$ cat src/rtl/cml_pkg.sv
package cml_pkg;
  localparam logic [7:0] CML_CODE     = 8'h7E;
  localparam logic [7:0] CML_SUP_MASK = 8'hFA;
  localparam logic [7:0] CML_COMM_BIT = 8'h02;
  typedef logic [7:0] cml_byte_t;
endpackage

$ cat src/rtl/cml_phase_reg.sv
module cml_phase_reg
  import cml_pkg::*;
#(
  parameter bit FOLLOWER = 1'b0
) (
  input  logic      clk,
  input  logic      rst,
  input  logic      clr_all,
  input  logic      wr_hit,
  input  cml_byte_t wr_data,
  input  cml_byte_t ev,
  input  logic      bc_err,
  output cml_byte_t q
);
  cml_byte_t keep_v, set_v, nxt;
  logic      bc_set;

  assign bc_set = FOLLOWER ? bc_err : 1'b0;

  always_comb begin
    if (clr_all)      keep_v = '0;
    else if (wr_hit)  keep_v = q & ~wr_data;
    else              keep_v = q;
    set_v = ev | (bc_set ? CML_COMM_BIT : 8'h00);
    nxt   = (keep_v | set_v) & CML_SUP_MASK;
  end

  always_ff @(posedge clk) begin
    if (rst) q <= '0;
    else     q <= nxt;
  end
endmodule

$ cat src/rtl/cml_read_port.sv
module cml_read_port
  import cml_pkg::*;
#(
  parameter int NPH = 4,
  parameter int PW  = (NPH > 1) ? $clog2(NPH) : 1
) (
  input  logic             clk,
  input  logic             rst,
  input  logic             rd_en,
  input  logic             cmd_hit,
  input  logic [PW-1:0]    phase_sel,
  input  logic [NPH*8-1:0] state_flat,
  output cml_byte_t        rd_data
);
  cml_byte_t sel_byte;

  always_comb begin
    sel_byte = '0;
    for (int i = 0; i < NPH; i++) begin
      if (phase_sel == PW'(i)) sel_byte = state_flat[i*8 +: 8];
    end
  end

  always_ff @(posedge clk) begin
    if (rst)        rd_data <= '0;
    else if (rd_en) rd_data <= cmd_hit ? sel_byte : 8'h00;
  end
endmodule

$ cat src/rtl/cml_alert_or.sv
module cml_alert_or
  import cml_pkg::*;
#(
  parameter int NPH = 4
) (
  input  logic [NPH*8-1:0] state_flat,
  input  cml_byte_t        alert_mask,
  output logic [NPH-1:0]   summary,
  output logic             alert
);
  cml_byte_t acc;

  always_comb begin
    acc = '0;
    for (int i = 0; i < NPH; i++) begin
      summary[i] = |(state_flat[i*8 +: 8] & CML_SUP_MASK);
      acc        = acc | (state_flat[i*8 +: 8] & ~alert_mask);
    end
    alert = |acc;
  end
endmodule

$ cat src/rtl/cml_fault_bank.sv
module cml_fault_bank
  import cml_pkg::*;
#(
  parameter int             NPH           = 4,
  parameter int             PW            = (NPH > 1) ? $clog2(NPH) : 1,
  parameter logic [NPH-1:0] FOLLOWER_MASK = {{(NPH-1){1'b1}}, 1'b0}
) (
  input  logic             clk,
  input  logic             rst,
  input  logic [7:0]       cmd_code,
  input  logic [PW-1:0]    phase_sel,
  input  logic             wr_en,
  input  logic [7:0]       wr_data,
  input  logic             rd_en,
  output logic [7:0]       rd_data,
  input  logic             clear_faults,
  input  logic [NPH*8-1:0] ev_bits,
  input  logic [NPH-1:0]   bc_err,
  input  logic [7:0]       alert_mask,
  output logic [NPH-1:0]   summary,
  output logic             alert
);
  logic             cmd_hit;
  logic [NPH*8-1:0] state_flat;

  assign cmd_hit = (cmd_code == CML_CODE);

  for (genvar p = 0; p < NPH; p++) begin : g_phase
    logic wr_hit;
    assign wr_hit = wr_en && cmd_hit && (phase_sel == PW'(p));
    cml_phase_reg #(.FOLLOWER(FOLLOWER_MASK[p])) u_reg (
      .clk     (clk),
      .rst     (rst),
      .clr_all (clear_faults),
      .wr_hit  (wr_hit),
      .wr_data (wr_data),
      .ev      (ev_bits[p*8 +: 8]),
      .bc_err  (bc_err[p]),
      .q       (state_flat[p*8 +: 8])
    );
  end

  cml_read_port #(.NPH(NPH), .PW(PW)) u_rd (
    .clk        (clk),
    .rst        (rst),
    .rd_en      (rd_en),
    .cmd_hit    (cmd_hit),
    .phase_sel  (phase_sel),
    .state_flat (state_flat),
    .rd_data    (rd_data)
  );

  cml_alert_or #(.NPH(NPH)) u_alert (
    .state_flat (state_flat),
    .alert_mask (alert_mask),
    .summary    (summary),
    .alert      (alert)
  );
endmodule

$ cat config.mk
export PLATFORM = sky130hd
export DESIGN_NAME = cml_fault_bank
export DESIGN_NICKNAME = d
export VERILOG_FILES = /design/src/rtl/cml_pkg.sv /design/src/rtl/cml_phase_reg.sv /design/src/rtl/cml_read_port.sv /design/src/rtl/cml_alert_or.sv /design/src/rtl/cml_fault_bank.sv
export SDC_FILE = /design/constraint.sdc
export NUM_CORES = 1
export LEC_CHECK = 0
export BUFFER_PORTS_ARGS = -buffer_cell sky130_fd_sc_hd__buf_2
export CAP_MARGIN = 40
export CORE_ASPECT_RATIO = 2
export CORE_MARGIN = 2
export CORE_UTILIZATION = 40
export DETAILED_ROUTE_END_ITERATION = 16
export PLACE_DENSITY = 0.76
export SYNTH_ARGS = -nofsm -noshare
export SYNTH_HDL_FRONTEND = slang
export SYNTH_SLANG_ARGS = --single-unit
$ cat constraint.sdc
create_clock -name clk -period 1.7 [get_ports clk]
set_clock_uncertainty 0.2 [all_clocks]
set_input_delay 0.34 -clock clk [delete_from_list [all_inputs] [get_ports clk]]
set_output_delay 0.34 -clock clk [all_outputs]
set_load 0.05 [all_outputs]
Word level (Yosys, flattened, before mapping). Cells that the tools add are included.

Memory bits (read-only): 0. Register bits: 40. Memory bits (writable): 0. Bits in latches: 0. Input port bits: 67. Memories kept: 0. Output and inout port bits: 13.

Equal/unequal tests: 4. Reductions and logical operators: 11. Magnitude comparators: 0. Div/mod/pow operators: 0. Multiplexer cells: 16. Add/subtract/negate cells: 0. Shift-type cells: 0. Bitwise logic cells: 20. $mul: 0.

Operators by type and width (number): 2-to-1 mux 8 bit (13); OR 8 bit (10); AND 8 bit (8); OR reduction 6 bit (4); inverter 8 bit (2); == test 8 x 7 -> 1 bit, second input constant (1); OR reduction 8 bit (1); 2-to-1 mux 2 bit (3); logical AND 1 bit (5); == test 2 bit, second input constant (2); == test 2 x 1 -> 1 bit, second input constant (1); zero test 2 bit (1).

Depth between registers and ports, before layout.
Depth in word-level cells: 6. Gate-level depth with buffers: 4. Gate-level depth less buffers: 3.

Hierarchy. From an unflattened synthesis, not the netlist that was laid out.

Cells, all modules: 196. Area, all modules: 1651.6 µm².

By module, submodules not included: cml_phase_reg at g_phase[1].u_reg ... (area each 229.0 µm², cells an instance 29, times used 3); cml_read_port (area each 505.5 µm², cells an instance 46, times used 1); cml_phase_reg at g_phase[0].u_reg (area each 225.2 µm², cells an instance 28, times used 1); cml_alert_or (area each 143.9 µm², cells an instance 25, times used 1); cml_fault_bank (area each 90.1 µm², cells an instance 10, times used 1).

Least setup slack after synthesis. OpenSTA, ideal clock, no wires.

Path type: register to output. From: register g_phase[0].u_reg.q[7]. To: output alert. Path buffers: 0. Arrival: 1255 ps. Slack: -95 ps. Data required time: 1160 ps. Cell stages (with the launch flop): 4. Cell sequence: dfxtp_1 > nor4_1 > o22ai_1 > or3_1.

Word-level cells in the longest chain between the ends: 5.

Ends and longest elaborated chain: from (decl) (line cml_phase_reg.sv:13) `output cml_byte_t q`; from (signal assigned) (line cml_phase_reg.sv:30) `else q <= nxt;`; AND 8 bit (line cml_alert_or.sv:17) `acc = acc | (state_flat[i*8 +: 8] & ~alert_mask);`; OR 8 bit (3 in a row) (line cml_alert_or.sv:17); OR reduction 8 bit (line cml_alert_or.sv:19) `alert = |acc;`; to (decl) (line cml_fault_bank.sv:21) `output logic alert`.

No other way between the ends.

Worst setup path after layout.
From: register g_phase[3].u_reg.q[7]. To: output alert.

Word-level cells in the longest chain between the ends: 3.

Ends and longest elaborated chain (line): from (decl) (cml_phase_reg.sv:13); from (signal assigned) (cml_phase_reg.sv:30); AND 8 bit (cml_alert_or.sv:17); OR 8 bit (cml_alert_or.sv:17); OR reduction 8 bit (cml_alert_or.sv:19).

No other way between the ends.

==> run_results.csv <==
group,metric,value,unit
routing,wl_per_cell,16.6,um
timing,max_freq,0.465,GHz
synthesis,synth_seq_cells,30,
routing,drc_errors,0,
cts,clock_latency,0.28,ns
final_layout,final_cell_mix,"buf_2 (59), buf_4 (26), inv_1 (23)",
timing,setup_viol,5,
worst_hold_path,holdPathStages,2,
final_layout,final_common_cell,"buf_2",
worst_setup_path,crit_arrival,1.61,ns
floorplan,rows,32,
status,violations,"negative setup slack",
final_layout,regArea,617,um2
synthesis,synth_cells,166,
place,placed_area,2220,um2
global_route,first_global_vias,1732,
worst_setup_path,path_cells,"nor4_2, o22ai_1, or3_4, buf_8",
worst_hold_path,min_to,"g_phase[1].u_reg.q[3]",
final_layout,fin_util,64.8,%
worst_setup_path,path_max_fanout,2,
worst_hold_path,hp-class,"input port to flip-flop",
final_layout,area_delta_synth_final,54.7,%
global_route,grt_max_degree,23,
synthesis,syn_area,1610,um2
global_route,antenna_found_initial,0,
pwr,max-vdd-ir-drop,0.587,mV
worst_setup_path,path_buf_inv,1,
floorplan,io_pins,80,
synthesis,avgSynthCellArea,9.71,um2
worst_setup_path,slowest_delay,0.41,ns
routing,drt_first_pass_iters,4,
worst_setup_path,rr_worst_depth,4,
final_layout,antenna_cells,0,
worst_setup_path,path_delay_family,"simple AND/OR/NAND/NOR gates",
routing,vias,1775,
cts,cts_inserted_buffers,5,
final_layout,multi_input_area,988,um2
floorplan,die_area,4580,um2
cts,clk_pin_slew,0.06,ns
pwr,p_per_area,701,nW/um2
synthesis,yosysUniqueCellTypes,24,
pwr,power,1.75,mW
timing,fin_setup_tns,-0.891,ns
global_route,gr-total-overflow,0,
timing,min_period,2.15,ns
global_route,groute.usage.overall,23.5,%
routing,first_iter_violations,42,
place,place_inst,307,
place,dp_hpwl,3910,um
place,gp_congestion,0.879,
pwr,leakage,1.19,nW
status,status,"finished with violations",
routing,vias_per_cell,5.63,
timing,finalWorstSetupSlack,-0.449,ns
final_layout,final_area,2490,um2
worst_hold_path,hp-start,"wr_data[3]",
timing,finalHoldViolations,0,
worst_setup_path,r2r_setup_slack,0.18,ns
final_layout,instances_no_fill,315,
worst_setup_path,path_class,"flip-flop to output port",
timing,min_period_over_period,126,%
worst_setup_path,start_kind,"flip-flop",
cts,cts_tree,"built",
cts,cts.sinks,30,
final_layout,layout.nets,331,
worst_setup_path,r2r_start,"g_phase[0].u_reg.q[7]",
worst_setup_path,crit_required,1.16,ns
timing,rsz0062_at_grt,"yes",
worst_setup_path,critPathCaptureType,"output port",
worst_setup_path,cpMaxStageDelayCell,"or3_4",
timing,slew_violations,0,
timing,whs,0.0943,ns
floorplan,die_x,48.9,um
routing,drt_wl_total,5220,um
cts,max-clock-path-buffers,2,
cts,htreeDepth,2,
worst_setup_path,rr_endpoint,"u_rd.rd_data[7]",
run,max-cap-violations,0,
synthesis,ys_seq_area_share,37.3,%
cts,clock-root-buffer,"clkbuf_8",
floorplan,design.core.area,3840,um2
final_layout,fillCellCount,333,
synthesis,synth_warnings,0,
floorplan,start_util,41.9,%
place,port_buffers,64,
place,pre_cts_slack,-0.340,ns
global_route,grt_pass1_wl,8000,um
final_layout,final_layout_size_suffix_gt1_share,53.4,%
floorplan,die_h,93.8,um
routing,antenna_left,0,
==> how the worst max path moves through the flow <==
stage	start	cells after the start	slack (ns)	to
global route	g_phase[3].u_reg.q[7]	4	-0.51	alert
detailed placement	g_phase[3].u_reg.q[5]	5	-0.34	alert
floorplan	g_phase[0].u_reg.q[7]	3	0.01	alert
finish	g_phase[3].u_reg.q[7]	4	-0.45	alert
global placement	g_phase[3].u_reg.q[5]	5	-0.29	alert
CTS	g_phase[3].u_reg.q[4]	4	-0.44	alert
==> metal layers <==
metal | vias to the layer above | routed length, um | track usage [%]
met3 | 26 | 265 | 5.10
met5 | - | 0 | 0
met4 | 0 | 305 | 14.5
met2 | 77 | 2890 | 44.5
met1 | 842 | 1760 | 22.3
li1 | 830 | - | -
==> kinds of logic (layout without fill, tap and decap cells) <==
family,count (synthesis),after routing,share of synthesized area (%)
DFF,30,30,37.3
buffers and inverters,32,129,8.54
other,1,2,0.233
and+or+nand+nor,40,40,21.1
muxes,6,6,8.39
AOI/OAI and AO/OA,57,57,24.5
==> registers in the layout, summed over array words and instances (netlist names) <==
name / count
g_phase.u_reg.q: 24
u_rd.rd_data: 6
==> final cells by class <==
class / instances / share of cell area, %
tap: 51 / 2.56
sequential: 30 / 24.7
clock buffer: 7 / 3.06
inverter: 23 / 3.46
timing repair buffer: 99 / 26.5
multi-input combinational: 105 / 39.7
==> repair_timing <==
item                       CTS  global route
setup buffers                2             4
gates resized for setup     37            12
setup endpoints to repair    5             5
hold buffers                 0             0
hold endpoints to repair     0             0
pin swaps                   13            13
==> worst reg2reg max path, delay by kind of cell, from the launching register on <==
kind                   cells  cell delay (ns)
AO/OA/AOI/OAI              1             0.19
buffers and inverters      2             0.25
flip-flops                 1             0.32
multiplexers               1             0.47
==> where the power goes <==
part | leakage [nW] | switching (mW) | total [mW] | internal, mW
sequential | 0.252 | 0.0307 | 0.777 | 0.746
clock | 0.0383 | 0.246 | 0.527 | 0.281
combinational | 0.903 | 0.225 | 0.443 | 0.218
==> synthesized netlist by cell type <==
cell	count	area [um2]
o311ai_0	1	8.76
nand2_1	5	18.8
buf_6	1	11.3
dfxtp_1	30	601
nand4_1	1	6.26
buf_4	2	15.0
clkbuf_1	4	15.0
a21oi_1	22	110
conb_1	1	3.75
nor3b_1	6	45.0
nor4_1	10	62.6
nor4_4	4	85.1
a21o_1	8	60.1
mux4_2	6	135
a311oi_1	21	184
nor2_1	7	26.3
o22ai_1	3	18.8
inv_1	23	86.3
nor4b_4	1	23.8
buf_2	2	10.0
or3_1	1	6.26
nand2b_1	3	18.8
a31oi_1	2	12.5
nand4b_4	2	47.6
Power figures use the tool's default switching activity.
